[src/rtl/sds_tags.sv]
// One null tag per segment register; set on reset and on a null load.
module sds_tags #(
  parameter int NSEG = 4,
  localparam int SW  = (NSEG > 1) ? $clog2(NSEG) : 1
) (
  input  logic          clk,
  input  logic          rst_n,
  input  logic          set_en,
  input  logic          clr_en,
  input  logic [SW-1:0] wr_sel,
  input  logic [SW-1:0] rd_sel,
  output logic          rd_tag
);
  logic [NSEG-1:0] tag_q;
  logic [NSEG-1:0] tag_d;

  for (genvar g = 0; g < NSEG; g++) begin : g_tag
    always_comb begin
      tag_d[g] = tag_q[g];
      if (wr_sel == SW'(g)) begin
        if (set_en)      tag_d[g] = 1'b1;
        else if (clr_en) tag_d[g] = 1'b0;
      end
    end

    always_ff @(posedge clk or negedge rst_n) begin
      if (!rst_n) tag_q[g] <= 1'b1;
      else        tag_q[g] <= tag_d[g];
    end
  end

  assign rd_tag = tag_q[rd_sel];
endmodule

[config.mk]
export PLATFORM = sky130hd
export DESIGN_NAME = sds_tags
export DESIGN_NICKNAME = d
export VERILOG_FILES = /design/src/rtl/sds_tags.sv
export SDC_FILE = /design/constraint.sdc
export NUM_CORES = 1
export LEC_CHECK = 0
export BUFFER_PORTS_ARGS = -buffer_cell sky130_fd_sc_hd__buf_2
export CORE_AREA = 2 2 39 41
export DETAILED_ROUTE_END_ITERATION = 10
export DIE_AREA = 0 0 41 43
export HOLD_SLACK_MARGIN = 0.15
export PLACE_DENSITY_LB_ADDON = 0.05
export SYNTH_ARGS = -nofsm -noshare
export SYNTH_HDL_FRONTEND = slang
export SYNTH_SLANG_ARGS = --single-unit
[constraint.sdc]
create_clock -name clk -period 1.5 [get_ports clk]
set_input_delay 0.45 -clock clk [delete_from_list [all_inputs] [get_ports clk]]
set_output_delay 0.45 -clock clk [all_outputs]
set_load 0.03 [all_outputs]
==> qor.txt <==
outcome - finished, violations left
failing checks - setup timing
clock slew at reported path FFs - 40 ps
Area Overhead vs Synth - 43.6%
Net Sw Frac - 23.8%
clock power share - 36.7%
TritonCTS clock tree - built
Pins Over Slew Limit - 0
WS Path Type - reg -> out
total power - 0.350 mW
Post-Place Cell Area - 264 um2
Post-Syn Area - 204 um2
crit end category - output port
slowest CP cell - mux4_2
register bank with the most flops - tag_q
register area share after synthesis - 51.5%
Die X - 41 um
Worst Path Arrival - 1210 ps
Die Footprint - 1760 um2
Initial Util - 14.7%
post-synthesis register bit count - 4
critical path's largest stage delay - 470 ps
slew at the pin closest to its max-slew limit - 186 ps
die height - 43 um
GRT overflow - 0
commonest cells in the netlist - dfstp_2, a32o_1, inv_1, nand3b_1
most numerous cell in the Yosys netlist - dfstp_2
largest net degree at the start of global routing - 8
CTS buffer count - 3
post-synth top area share - 51.5%
Synth area leader - dfstp_2
Avg WL per Cell - 10.8 um
vias in the first global route - 181
worst vdd ir - 0.315 mV
Mapped Avg Cell Area - 12.7 um2
PD cells - 1190 nW/um2
worst r2r src - tag_q[0]
Synth cell types - 10
maximum clock insertion buffer count - 2
leakage power - 0.123 nW
final hold viol count - 0
Root Buffer - clkbuf_4
Worst Setup Slack, final - -163 ps
Gate power share - 21.3%
Main synth FF type - dfstp_2
RSZ-0062 raised after global routing - true
WL final - 464 um
Post-synth EDFFs - 0
async set or reset register ratio after synthesis - 100%
Syn Nets - 24
standard-cell rows - 14
Antenna diodes - 0
fin crit share - 111%
Area contributors post-synth - dfstp_2, mux4_2, a32o_1, nand3b_1, o2bb2ai_1
Top Ports - 9
max reg flops - 4
nets@finish - 37
DR vias - 172
GRT Resource Usage Total - 6.46%
IO Port Bufs - 8
Reg power frac - 42.0%
largest registers - tag_q: 4 flops
Clock Skew - 0 ps
ANT nets after route - 0
H-Tree Depth - 1
# Post-CTS Setup Buffers - 0
synth warn - 0
fmax - 601 MHz
worst path required time - 1050 ps
clock sinks - 4
CP startpoint kind - register
NetSw - 0.0834 mW
fin area - 293 um2
relative slew slack - 87.6%
1st-iter DRT viols - 4
Routability Congestion - 0.592
maximum fanout along the worst path - 2
hold slack final - 195 ps
HP Class - in -> async
later-pin clock latency in the skew report - 230 ps
DRC - 0
Int Pwr - 0.266 mW
CP Cell Sequence - mux4_2 > buf_6
global-route wire length before repair - 710 um
initial antenna violation count - 0
vias per cell - 4.00
Cells after Synth - 16
max_cap viols - 0
Critical Path Start - tag_q[3]
Final setup viols - 1
Final min period - 1660 ps
DRT Pass-1 Iters - 2
share of layout cells above drive strength 1 - 59.3%
core area - 1380 um2
layout make-up:
class                   instances  area, um2
fillers                       155       1090
flip-flops and latches          4        105
multi-input cells              10       91.3
repair buffers                  8       46.3
clock buffers                   3       22.5
well taps                      16       20.0
inverters                       2       7.51
power by group through the flow:
stage	clock, mW	combinational [mW]	sequential [mW]
floorplan	0	0.0424	0.144
global placement	0	0.0682	0.149
detailed placement	0	0.0681	0.149
CTS	0.137	0.0761	0.148
global route	0.144	0.0813	0.150
finish	0.128	0.0746	0.147
through the flow:
step / setup slack [ps] / util, % / setup TNS (ps) / cells
floorplan: 18.4 / - / 0 / 16
global placement: -145 / 19.1 / -145 / 40
detailed placement: -155 / 19.1 / -155 / 40
CTS: -179 / 21.2 / -179 / 43
global route: -195 / 21.2 / -195 / 43
finish: -163 / 21.2 / -163 / 43
path summary, 6_finish.rpt:
kind / end / slack [ps] / depth (start not counted)
max: rd_tag / -160 / 2
min: tag_q[1] / 200 / 1
max reg2reg: tag_q[0] / 730 / 2
min reg2reg: tag_q[2] / 480 / 1
max in group asynchronous: tag_q[0] / 1280 / 1
min in group clk: tag_q[2] / 480 / 1
logic make-up (layout without fill, tap and decap cells):
| family | after synthesis | count (layout) | synth area share [%] |
|---|---|---|---|
| simple gates | 5 | 5 | 16.6 |
| compound gates | 4 | 4 | 17.2 |
| flops | 4 | 4 | 51.5 |
| buf+inv | 2 | 13 | 3.68 |
| mux | 1 | 1 | 11.0 |
metal layers:
metal,GRT usage [%],routed length [um]
met4,8.00,0
met5,0,0
met2,7.50,213
met1,8.20,204
met3,1.57,46
layout by cell type, fill, tap and decap left out, types with 2 or more instances in the layout:
cell,Yosys,routed
nand3b_1,2,2
inv_1,2,2
buf_2,0,7
a32o_1,2,2
clkbuf_4,0,3
dfstp_2,4,4
what timing repair did:
item,CTS,global route
hold buffers,0,0
endpoints found under the setup margin,1,1
resized for setup,2,0
worst max-delay path: cells and delay by family (launching register included):
kind,cells,cell delay (ps)
muxes,1,470
buffers and inverters,1,150
DFF,1,360
No activity file was read; power rests on OpenSTA's default activity.
